## src/rtl/prot_cfg_pkg.sv

```systemverilog
package prot_cfg_pkg;

  localparam logic [11:0] OFS_CTRL  = 12'h000;
  localparam logic [11:0] OFS_MAX   = 12'h010;
  localparam logic [11:0] OFS_CFG   = 12'h014;
  localparam logic [11:0] OFS_IDX   = 12'h018;
  localparam logic [11:0] OFS_LUT   = 12'h01C;
  localparam logic [11:0] OFS_ISTAT = 12'h020;
  localparam logic [11:0] OFS_ICLR  = 12'h024;
  localparam logic [11:0] OFS_IEN   = 12'h028;
  localparam logic [11:0] OFS_INFO1 = 12'h02C;
  localparam logic [11:0] OFS_INFO2 = 12'h030;
  localparam logic [11:0] OFS_ISET  = 12'h034;
  localparam logic [11:0] OFS_IDLO  = 12'hFD0;

  typedef enum logic [3:0] {
    SEL_ZERO, SEL_CTRL, SEL_MAX, SEL_CFG, SEL_IDX, SEL_LUT,
    SEL_ISTAT, SEL_IEN, SEL_INFO1, SEL_INFO2, SEL_ID
  } rdSel_e;

  typedef struct packed {
    logic       wrCtrl;
    logic       wrIdx;
    logic       wrLut;
    logic       wrIntEn;
    logic       wrClr;
    logic       wrSet;
    logic       stepIdx;
    logic       rdEn;
    rdSel_e     rdSel;
    logic [3:0] laneMask;
    logic [3:0] idSlot;
  } strobe_t;

endpackage

```

## src/rtl/prot_cfg_decode.sv

```systemverilog
module prot_cfg_decode
  import prot_cfg_pkg::*;
(
  input  logic        clk,
  input  logic        rstN,
  input  logic        busSel,
  input  logic        busWrite,
  input  logic [11:0] busAddr,
  input  logic [1:0]  busSize,
  input  logic        busSecure,
  input  logic        lockState,
  input  logic        autoIncOn,
  output strobe_t     st
);

  logic [11:0] offset;
  logic [11:0] slotOfs;
  logic        nsBlocked;
  logic        isWord;
  logic        go;
  rdSel_e      hitSel;

  always_comb begin
    offset    = {busAddr[11:2], 2'b00};
    nsBlocked = !busSecure && (offset < OFS_IDLO);
    isWord    = busSize[1];
    go        = busSel && busWrite && !nsBlocked;
    slotOfs   = offset - OFS_IDLO;
    hitSel    = SEL_ZERO;
    case (offset)
      OFS_CTRL:  hitSel = SEL_CTRL;
      OFS_MAX:   hitSel = SEL_MAX;
      OFS_CFG:   hitSel = SEL_CFG;
      OFS_IDX:   hitSel = SEL_IDX;
      OFS_LUT:   hitSel = SEL_LUT;
      OFS_ISTAT: hitSel = SEL_ISTAT;
      OFS_IEN:   hitSel = SEL_IEN;
      OFS_INFO1: hitSel = SEL_INFO1;
      OFS_INFO2: hitSel = SEL_INFO2;
      default:   if (offset >= OFS_IDLO) hitSel = SEL_ID;
    endcase
  end

  always_comb begin
    st = '0;
    case (busSize)
      2'd0:    st.laneMask = 4'b0001 << busAddr[1:0];
      2'd1:    st.laneMask = busAddr[1] ? 4'b1100 : 4'b0011;
      default: st.laneMask = 4'b1111;
    endcase
    st.idSlot  = (hitSel == SEL_ID) ? slotOfs[5:2] : 4'd0;
    st.wrCtrl  = go && (hitSel == SEL_CTRL) && !lockState;
    st.wrIdx   = go && (hitSel == SEL_IDX);
    st.wrLut   = go && (hitSel == SEL_LUT) && !lockState;
    st.wrIntEn = go && (hitSel == SEL_IEN) && !lockState;
    st.wrClr   = go && (offset == OFS_ICLR);
    st.wrSet   = go && (offset == OFS_ISET);
    st.stepIdx = busSel && !nsBlocked && (hitSel == SEL_LUT) && isWord &&
                 autoIncOn && (!busWrite || !lockState);
    st.rdEn    = busSel && !busWrite;
    st.rdSel   = nsBlocked ? SEL_ZERO : hitSel;
  end

  // a non-secure request below the identification range produces no update
  p_ns_quiet_r7: assert property (@(posedge clk) disable iff (!rstN)
    (busSel && !busSecure && busAddr < OFS_IDLO) |->
      !(st.wrCtrl || st.wrIdx || st.wrLut || st.wrIntEn || st.wrClr ||
        st.wrSet || st.stepIdx));

  // lockdown refuses control, window and enable writes
  p_lock_guard_r6: assert property (@(posedge clk) disable iff (!rstN)
    lockState |-> !(st.wrCtrl || st.wrLut || st.wrIntEn));

endmodule

```

## src/rtl/prot_cfg_datapath.sv

```systemverilog
module prot_cfg_datapath
  import prot_cfg_pkg::*;
#(
  parameter int          TBL_WORDS = 5,
  parameter int          IDX_W     = 3,
  parameter int          BLK_CFG   = 7,
  parameter logic [95:0] ID_BYTES  = 96'h0
) (
  input  logic                   clk,
  input  logic                   rstN,
  input  strobe_t                st,
  input  logic [31:0]            busWdata,
  input  logic                   intStatIn,
  input  logic                   intEnIn,
  input  logic [31:0]            intInfo1In,
  input  logic [31:0]            intInfo2In,
  output logic [31:0]            busRdata,
  output logic                   busRvalid,
  output logic                   lockState,
  output logic                   autoIncOn,
  output logic                   errRespEn,
  output logic [TBL_WORDS*32-1:0] lutBits,
  output logic                   intEnWrite,
  output logic                   intEnData,
  output logic                   intClrPulse,
  output logic                   intSetPulse
);

  localparam logic [IDX_W-1:0] LAST_IDX = IDX_W'(TBL_WORDS - 1);

  logic [TBL_WORDS*32-1:0] lutFlat;
  logic [TBL_WORDS-1:0]    wordHit;
  logic [IDX_W-1:0]        idxReg;
  logic [31:0]             byteMask;
  logic [31:0]             wMasked;
  logic [31:0]             ctrlWord;
  logic [31:0]             ctrlNext;
  logic [31:0]             idxMerged;
  logic [31:0]             idxWrapped;
  logic [31:0]             lutCur;
  logic [31:0]             lutNext;
  logic [95:0]             idShift;
  logic [31:0]             rdMux;

  assign byteMask = {{8{st.laneMask[3]}}, {8{st.laneMask[2]}},
                     {8{st.laneMask[1]}}, {8{st.laneMask[0]}}};
  assign wMasked  = busWdata & byteMask;
  assign ctrlWord = {lockState, 22'b0, autoIncOn, 3'b0, errRespEn, 4'b0};
  assign ctrlNext = (ctrlWord & ~byteMask) | wMasked;
  assign idxMerged  = ({{(32-IDX_W){1'b0}}, idxReg} & ~byteMask) | wMasked;
  assign idxWrapped = idxMerged % 32'(TBL_WORDS);

  always_comb begin
    lutCur = '0;
    for (int k = 0; k < TBL_WORDS; k++)
      if (idxReg == IDX_W'(k)) lutCur = lutFlat[32*k +: 32];
  end
  assign lutNext = (lutCur & ~byteMask) | wMasked;

  genvar g;
  generate
    for (g = 0; g < TBL_WORDS; g++) begin : gWordHit
      assign wordHit[g] = st.wrLut && (idxReg == IDX_W'(g));
    end
  endgenerate

  always_ff @(posedge clk or negedge rstN) begin
    if (!rstN) begin
      lutFlat <= '0;
    end else begin
      for (int k = 0; k < TBL_WORDS; k++)
        if (wordHit[k]) lutFlat[32*k +: 32] <= lutNext;
    end
  end
  assign lutBits = lutFlat;

  always_ff @(posedge clk or negedge rstN) begin
    if (!rstN) begin
      errRespEn <= 1'b0;
      autoIncOn <= 1'b1;
      lockState <= 1'b0;
      idxReg    <= '0;
    end else begin
      if (st.wrCtrl) begin
        errRespEn <= ctrlNext[4];
        autoIncOn <= ctrlNext[8];
        lockState <= ctrlNext[31];
      end
      if (st.wrIdx)        idxReg <= idxWrapped[IDX_W-1:0];
      else if (st.stepIdx) idxReg <= (idxReg == LAST_IDX) ? '0 : idxReg + 1'b1;
    end
  end

  assign idShift = ID_BYTES >> {st.idSlot, 3'b000};

  always_comb begin
    case (st.rdSel)
      SEL_CTRL:  rdMux = ctrlWord;
      SEL_MAX:   rdMux = 32'(TBL_WORDS);
      SEL_CFG:   rdMux = 32'(BLK_CFG);
      SEL_IDX:   rdMux = {{(32-IDX_W){1'b0}}, idxReg};
      SEL_LUT:   rdMux = lutCur;
      SEL_ISTAT: rdMux = {31'b0, intStatIn};
      SEL_IEN:   rdMux = {31'b0, intEnIn};
      SEL_INFO1: rdMux = intInfo1In;
      SEL_INFO2: rdMux = intInfo2In;
      SEL_ID:    rdMux = {24'b0, idShift[7:0]};
      default:   rdMux = '0;
    endcase
  end

  always_ff @(posedge clk or negedge rstN) begin
    if (!rstN) begin
      busRdata    <= '0;
      busRvalid   <= 1'b0;
      intEnWrite  <= 1'b0;
      intEnData   <= 1'b0;
      intClrPulse <= 1'b0;
      intSetPulse <= 1'b0;
    end else begin
      busRvalid   <= st.rdEn;
      if (st.rdEn) busRdata <= rdMux;
      intEnWrite  <= st.wrIntEn;
      intEnData   <= st.wrIntEn && wMasked[0];
      intClrPulse <= st.wrClr && wMasked[0];
      intSetPulse <= st.wrSet && wMasked[0];
    end
  end

  // the index never leaves the table
  p_idx_range_r3: assert property (@(posedge clk) disable iff (!rstN)
    {1'b0, idxReg} < (IDX_W+1)'(TBL_WORDS));

  // stepping from the last word lands on word zero
  p_wrap_r5: assert property (@(posedge clk) disable iff (!rstN)
    (st.stepIdx && idxReg == LAST_IDX) |=> (idxReg == '0));

  // lockdown is sticky and freezes control
  p_lock_sticky_r6: assert property (@(posedge clk) disable iff (!rstN)
    lockState |=> lockState);
  p_lock_freeze_r6: assert property (@(posedge clk) disable iff (!rstN)
    lockState |=> $stable(ctrlWord));

  // a read request is answered on the next cycle
  p_rvalid_r11: assert property (@(posedge clk) disable iff (!rstN)
    st.rdEn |=> busRvalid);

endmodule

```

## src/rtl/prot_cfg_regs.sv

```systemverilog
module prot_cfg_regs
  import prot_cfg_pkg::*;
#(
  parameter int          TBL_WORDS = 5,
  parameter int          BLK_CFG   = 7,
  parameter logic [95:0] ID_BYTES  = 96'h0D_72_A4_3C_00_01_5E_91_00_00_00_07
) (
  input  logic                    clk,
  input  logic                    rstN,
  input  logic                    busSel,
  input  logic                    busWrite,
  input  logic [11:0]             busAddr,
  input  logic [1:0]              busSize,
  input  logic [31:0]             busWdata,
  input  logic                    busSecure,
  output logic [31:0]             busRdata,
  output logic                    busRvalid,
  output logic                    errRespEn,
  output logic [TBL_WORDS*32-1:0] lutBits,
  input  logic                    intStatIn,
  input  logic                    intEnIn,
  input  logic [31:0]             intInfo1In,
  input  logic [31:0]             intInfo2In,
  output logic                    intEnWrite,
  output logic                    intEnData,
  output logic                    intClrPulse,
  output logic                    intSetPulse
);

  localparam int IDX_W = (TBL_WORDS > 1) ? $clog2(TBL_WORDS) : 1;

  strobe_t st;
  logic    lockState;
  logic    autoIncOn;

  prot_cfg_decode u_decode (
    .clk       (clk),
    .rstN      (rstN),
    .busSel    (busSel),
    .busWrite  (busWrite),
    .busAddr   (busAddr),
    .busSize   (busSize),
    .busSecure (busSecure),
    .lockState (lockState),
    .autoIncOn (autoIncOn),
    .st        (st)
  );

  prot_cfg_datapath #(
    .TBL_WORDS (TBL_WORDS),
    .IDX_W     (IDX_W),
    .BLK_CFG   (BLK_CFG),
    .ID_BYTES  (ID_BYTES)
  ) u_datapath (
    .clk         (clk),
    .rstN        (rstN),
    .st          (st),
    .busWdata    (busWdata),
    .intStatIn   (intStatIn),
    .intEnIn     (intEnIn),
    .intInfo1In  (intInfo1In),
    .intInfo2In  (intInfo2In),
    .busRdata    (busRdata),
    .busRvalid   (busRvalid),
    .lockState   (lockState),
    .autoIncOn   (autoIncOn),
    .errRespEn   (errRespEn),
    .lutBits     (lutBits),
    .intEnWrite  (intEnWrite),
    .intEnData   (intEnData),
    .intClrPulse (intClrPulse),
    .intSetPulse (intSetPulse)
  );

endmodule

```

## config.mk

```make
export PLATFORM = sky130hd
export DESIGN_NAME = prot_cfg_regs
export DESIGN_NICKNAME = d
export VERILOG_FILES = /design/src/rtl/prot_cfg_pkg.sv /design/src/rtl/prot_cfg_decode.sv /design/src/rtl/prot_cfg_datapath.sv /design/src/rtl/prot_cfg_regs.sv
export SDC_FILE = /design/constraint.sdc
export NUM_CORES = 1
export LEC_CHECK = 0
export ABC_AREA = 1
export BUFFER_PORTS_ARGS = -buffer_cell sky130_fd_sc_hd__buf_2
export CORE_MARGIN = 1.5
export CORE_UTILIZATION = 50
export DETAILED_ROUTE_END_ITERATION = 6
export GPL_TIMING_DRIVEN = 0
export HOLD_SLACK_MARGIN = 0.02
export PLACE_DENSITY = 0.89
export SYNTH_ARGS = -nofsm -noshare
export SYNTH_HDL_FRONTEND = slang
export SYNTH_HIERARCHICAL = 1
export SYNTH_SLANG_ARGS = --single-unit
```

## constraint.sdc

```tcl
create_clock -name clk -period 2.5 [get_ports clk]
set_input_delay 0.125 -clock clk [delete_from_list [all_inputs] [get_ports clk]]
set_output_delay 0.125 -clock clk [all_outputs]
set_load 0.005 [all_outputs]
```

==> flow_summary_export.csv, run 1 <==
group,metric,value,unit
outcome,status,"complete, but fails checks",
outcome,failed_checks,"design-rule violations, negative setup slack",
critical_path,path_class,"input pin to flop",
critical_path,slowest_delay,0.26,ns
sta,worst_pin_slew,1.06,ns
yosys,syn_nets,1900,
clock_network,cts_buffer_depth,3,
placed_design,pre_cts_ws,-9.71,ns
global_route,track_usage,0.377,
route,routed_via_density,6.24,
placed_design,postPlaceCellArea,0.0157,mm^2
yosys,yosysMostFrequentCell,"nand2_1",
critical_path,path_buf_inv,30,
die,ios,315,
sta,timing.fmax,82.8,MHz
route,drt-total-wl,58600,um
yosys,avgSynthCellArea,7.65,um^2
route,drt-initial-drc-count,1888,
yosys,async_flop_share,1.00,
critical_path,crit_arrival,12.55,ns
yosys,synth_edf_count,0,
yosys,ys.flop_type,"dfrtp_1",
yosys,yosys_warnings,6,
yosys,synthTopCellsByCount,"446 x nand2_1, 202 x dfrtp_1, 181 x o21ai_0, 161 x inv_1, 123 x nand3_1",
critical_path,cp_slowest_cell,"o21ai_1",
route,drc,38,
sta,slew_headroom,0.294,
cells_and_area,drive_above_1_share,0.443,
min_path,hold_class,"input pin to flop",
sta,setup_violations,75,
sta,finalCriticalPeriod,12.08,ns
critical_path,cp.required,2.97,ns
yosys,synth.area.top_cells,"dfrtp_1 37%, nand2_1 12%, mux2_2 10%",
route,via_count,16300,
clock_network,cts_num_sinks,203,
cells_and_area,syn2layout_area_growth,43.0,%
yosys,netlist_area,0.0135,mm^2
yosys,syn_inst,1764,
sta,slew_viol_final,0,
critical_path,rrSetupSlack,-0.55,ns
clock_network,cts_made_buffers,25,
yosys,synth_top_cell_area_share,0.374,
route,wl_per_cell,22.5,um
die,dieArea,0.0280,mm^2
placed_design,gp_congestion,0.962,
global_route,grt_first_pass_wirelength,82500,um
route,drt-pass1-iter-count,7,
global_route,grt_pass1_vias,15300,
clock_network,cts_max_level,1,
die,initial_core_util,0.514,
global_route,grt_max_degree,103,
global_route,grt_overflow,0,
placed_design,dp_hpwl,37300,um
cells_and_area,stdcell_area,0.0193,mm^2
sta,holdWs,0.0540,ns
sta,hold_viol,0,
yosys,yosysTopAreaCell,"dfrtp_1",
critical_path,crit_family,"simple AND/OR/NAND/NOR gates",
cells_and_area,num-fill-cells,1810,
cells_and_area,fin_nets,2392,
route,postRouteAntennaNets,0,
sta,post-route-period-util,4.83,
sta,finClkSkew,0.0180,ns
critical_path,cp-end-kind,"flop",
global_route,grt_antenna_before_repair,1,
clock_network,cts_root_buffer,"clkbuf_16",
run,max_cap_viol_count,0,
die,core,0.0263,mm^2
die,row_count,59,
critical_path,startpoint_type,"input pin",
die,die_y,167,um
critical_path,path_common_cell,"nand2_4",
die,fp.dieW,167,um
critical_path,path_max_fanout,7,
placed_design,portBuffers,314,
clock_network,cts.clk_slew.worst_paths,0.06,ns
clock_network,clock_latency,0.54,ns
clock_network,cts_tree,"built",
yosys,ys_ff_latch,203,
yosys,synthDistinctLibCells,56,
sta,setup_ws,-9.58,ns
yosys,synth-seq-area-share,0.376,
sta,rsz0062_at_grt,"yes",
cells_and_area,n_antenna_cell,0,
flip-flops by register name (all words and copies together), names as in the netlist, named ones only:
register                flops
u_datapath/busRdata        32
u_datapath/busRvalid        1
u_datapath/idxReg           3
u_datapath/intClrPulse      1
u_datapath/intEnData        1
u_datapath/intEnWrite       1
u_datapath/intSetPulse      1
u_datapath/lutBits        160
layer usage:
metal | vias to the layer above | part of all wire | global-route usage
met4 | 0 | 0.083 | 0.253
met1 | 7675 | 0.34 | 0.442
met2 | 1327 | 0.46 | 0.617
met5 | - | 0 | 0
met3 | 407 | 0.12 | 0.0877
li1 | 6870 | - | -
cells in the final DEF (no fill, tap or decap), types with 22 or more instances in the layout:
| cell type | count |
|---|---|
| nand3_1 | 81 |
| dlygate4sd3_1 | 68 |
| o21ai_1 | 34 |
| nand3_4 | 22 |
| o21ai_0 | 136 |
| clkbuf_2 | 27 |
| nand3_2 | 38 |
| buf_4 | 84 |
| mux2_2 | 119 |
| nor2_1 | 79 |
| nand2_2 | 106 |
| clkbuf_16 | 25 |
| buf_2 | 317 |
| nand2_4 | 90 |
| inv_2 | 48 |
| dfrtp_1 | 202 |
| a21oi_1 | 44 |
| o211ai_1 | 27 |
| nand2_1 | 353 |
| inv_1 | 137 |
worst reg2reg max path: cells and delay by family, from the launching register on:
kind	cells	cell delay, ns
AO/OA/AOI/OAI	2	0.52
flip-flops	1	0.39
AND/OR/NAND/NOR	12	1.05
XOR/XNOR	1	0.19
buffers and inverters	6	0.53
adder cells (fa/ha/maj)	2	0.32
worst paths after layout:
path / startpoint / end / cells after the start
max in group asynchronous: rstN / u_datapath/busRdata[10]$_DFFE_PN0P_ / 3
worst min-delay path: intInfo2In[10] / u_datapath/busRdata[10]$_DFFE_PN0P_ / 4
worst min register to register: u_datapath/busRdata[22]$_DFFE_PN0P_ / u_datapath/busRdata[22]$_DFFE_PN0P_ / 1
worst max register to register: u_datapath/idxReg[2]$_DFFE_PN0P_ / u_datapath/idxReg[0]$_DFFE_PN0P_ / 23
min in group asynchronous: rstN / u_datapath/busRdata[26]$_DFFE_PN0P_ / 2
worst max-delay path: busAddr[1] / u_datapath/idxReg[0]$_DFFE_PN0P_ / 138
stage by stage:
stage,setup TNS [ns],cells,util
6_report,-43.28,2608,0.734
5_1_grt,-54.57,2608,0.734
4_1_cts,-46.71,2570,0.686
3_5_place_dp,-199.88,2416,0.597
3_3_place_gp,-609.50,2413,0.595
2_1_floorplan,-23.10,1764,-
what timing repair did:
item / CTS / global route
hold endpoints to repair: 136 / 1
buffers inserted: 43 / 37
hold buffers: 67 / 1
endpoints found under the setup margin: 195 / 195
gates cloned: 0 / 0
gates resized for setup: 204 / 291
pin swaps: 83 / 104
layout make-up:
cell class | instances | area [um^2] | share of cell area
buffer | 71 | 472 | 0.0244
sequential | 203 | 5080 | 0.263
inverter | 198 | 793 | 0.0411
clock inverter | 7 | 52.6 | 0.00272
timing repair buffer | 465 | 2960 | 0.153
multi-input combinational | 1292 | 8780 | 0.455
tap | 335 | 419 | 0.0217
clock buffer | 37 | 741 | 0.0384
cells by family after synthesis:
| family | after synthesis | share of synthesized area |
|---|---|---|
| AO/OA/AOI/OAI | 332 | 0.146 |
| buffers and inverters | 269 | 0.0776 |
| multiplexers | 120 | 0.100 |
| flip-flops | 203 | 0.376 |
| adder cells (fa/ha/maj) | 19 | 0.0176 |
| AND/OR/NAND/NOR | 818 | 0.280 |
| XOR/XNOR | 3 | 0.00195 |
Power of run 1 is left out: the tool's default activity adds up to more than one toggle a clock period on the data nets, which glitch-free logic cannot reach.
==> run 2, diff against run 1 <==
--- a/config.mk
+++ b/config.mk
@@ -13,6 +13,7 @@
 export GPL_TIMING_DRIVEN = 0
 export HOLD_SLACK_MARGIN = 0.02
 export PLACE_DENSITY = 0.89
+export SKIP_LAST_GASP = 1
 export SYNTH_ARGS = -nofsm -noshare
 export SYNTH_HDL_FRONTEND = slang
 export SYNTH_HIERARCHICAL = 1
==> run 2 against run 1 <==
  * The run still ends with design-rule violations, negative setup slack left
  * Highest routed layer unchanged
  * Critical path depth is 3 lower
  * Count of clock-buffer cells in the layout did not move
  * Global-route usage barely moved
  * Non-clock buffer count is 2 lower
  * First-iteration DRC count is 2.1% higher
  * Maximum frequency up 0.25%
  * Cell count barely moved
  * Design area down 0.18%
==> flow_summary_export.csv, run 2 (synthesis gave the netlist of run 1 again) <==
group,metric,value,unit
clock_network,cts_num_sinks,203,
clock_network,cts_max_level,1,
critical_path,path_max_fanout,7,
cells_and_area,syn2layout_area_growth,42.7,%
cells_and_area,final_cell_mix,"354 x nand2_1, 314 x buf_2, 202 x dfrtp_1, 138 x o21ai_0, 137 x inv_1",
sta,rsz0062_at_grt,"yes",
outcome,failed_checks,"design-rule violations, negative setup slack",
route,postRouteAntennaNets,0,
placed_design,postPlaceCellArea,0.0157,mm^2
die,die_y,167,um
min_path,hold_class,"input pin to flop",
global_route,grt_overflow,0,
sta,timing.fmax,83.0,MHz
die,dieArea,0.0280,mm^2
clock_network,cts.clk_slew.worst_paths,0.06,ns
min_path,holdPathEnd,"u_datapath/lutBits[93]$_DFFE_PN0P_",
critical_path,slowest_delay,0.27,ns
global_route,grt_pass1_vias,15300,
sta,slew_headroom,0.282,
min_path,worstHoldPathCells,5,
cells_and_area,multi_input_area,0.00877,mm^2
route,drt-initial-drc-count,1928,
min_path,hp-start,"busWdata[29]",
sta,hold_viol,0,
critical_path,rrSetupSlack,-0.55,ns
die,core,0.0263,mm^2
cells_and_area,layout_commonest_cell,"nand2_1",
critical_path,r2r_cells,23,
critical_path,rr_endpoint,"u_datapath/idxReg[0]$_DFFE_PN0P_",
sta,slew_viol_final,0,
route,wl_per_cell,22.4,um
die,initial_core_util,0.514,
global_route,grt_max_degree,103,
critical_path,cp_slowest_cell,"o21ai_1",
sta,setup_violations,92,
route,drt-pass1-iter-count,7,
sta,tns,-46.52,ns
critical_path,cp-end-kind,"flop",
global_route,track_usage,0.377,
cells_and_area,final-seq-area,0.00508,mm^2
route,wl_met1,20100,um
route,top_layer,"met4",
route,drc,17,
clock_network,cts_tree,"built",
critical_path,startpoint_type,"input pin",
cells_and_area,stdcell_area,0.0193,mm^2
route,via_count,16200,
clock_network,cts_made_buffers,25,
outcome,status,"complete, but fails checks",
sta,post-route-period-util,4.82,
run,max_cap_viol_count,0,
cells_and_area,n_antenna_cell,0,
placed_design,pre_cts_ws,-9.71,ns
placed_design,dp_hpwl,37300,um
clock_network,clock_latency,0.54,ns
global_route,grt_antenna_before_repair,1,
cells_and_area,fin_nets,2390,
critical_path,cp.required,2.97,ns
sta,finalCriticalPeriod,12.05,ns
cells_and_area,num-fill-cells,1826,
placed_design,gp_congestion,0.962,
sta,setup_ws,-9.55,ns
sta,finClkSkew,0.0148,ns
cells_and_area,largest_reg_flops,160,
placed_design,portBuffers,314,
route,met2_length,26800,um
route,routed_via_density,6.21,
clock_network,cts_root_buffer,"clkbuf_16",
critical_path,path_class,"input pin to flop",
sta,worst_pin_slew,1.08,ns
critical_path,timing.rr.start,"u_datapath/idxReg[2]$_DFFE_PN0P_",
cells_and_area,drive_above_1_share,0.441,
cells_and_area,postLayoutCoreUtil,0.733,
die,ios,315,
die,row_count,59,
critical_path,path_common_cell,"nand2_4",
route,met3_length,6670,um
global_route,grt_first_pass_wirelength,82600,um
clock_network,cts_buffer_depth,3,
route,drt-total-wl,58300,um
critical_path,crit_arrival,12.52,ns
die,fp.dieW,167,um
-- run 2: cell count changes in the layout (fill, tap and decap cells not counted), sizes merged --
cell,before,now
clkbuf,89,92
buf,416,411
-- run 2: worst max path at each step --
stage	to	from
after global placement	u_datapath/idxReg[0]$_DFFE_PN0P_	busAddr[1]
after detailed placement	u_datapath/idxReg[1]$_DFFE_PN0P_	busAddr[1]
final	u_datapath/idxReg[0]$_DFFE_PN0P_	busAddr[1]
after global routing	u_datapath/idxReg[0]$_DFFE_PN0P_	busAddr[1]
after CTS	u_datapath/idxReg[1]$_DFFE_PN0P_	busSize[0]
after floorplan	u_datapath/idxReg[0]$_DFFE_PN0P_	busSize[0]
-- run 2: what timing repair did --
item	4_1_cts	5_1_grt
resized for setup	203	280
pin swaps	83	104
buffers inserted	43	36
setup endpoints to repair	195	195
hold endpoints to repair	136	1
hold buffers	67	1
-- run 2: layout make-up --
type	instances	share of cell area
multi-input cells	1292	0.455
flip-flops and latches	203	0.264
inverters	198	0.0412
clock inverters	7	0.00273
repair buffers	463	0.152
plain buffers	71	0.0243
clock buffers	37	0.0384
well taps	335	0.0218
-- run 2: through the flow --
step	hold slack (ns)	instances
finish	0.0658	2606
global route	0.0625	2606
CTS	0.0214	2570
detailed placement	0.233	2416
global placement	0.343	2413
floorplan	-0.171	1764
-- run 2: metal layers --
metal,vias to the layer above,track usage
met5,-,0
met4,0,0.253
met3,371,0.0889
met2,1315,0.617
met1,7634,0.441
li1,6866,-
-- run 2: critical path, delay by kind of cell --
kind	cells	cell delay, ns
simple gates	100	8.49
compound gates	6	1.18
xor+xnor	2	0.36
fa+ha+maj	2	0.32
buf+inv	25	1.98
Power of run 2 is left out for the same reason.
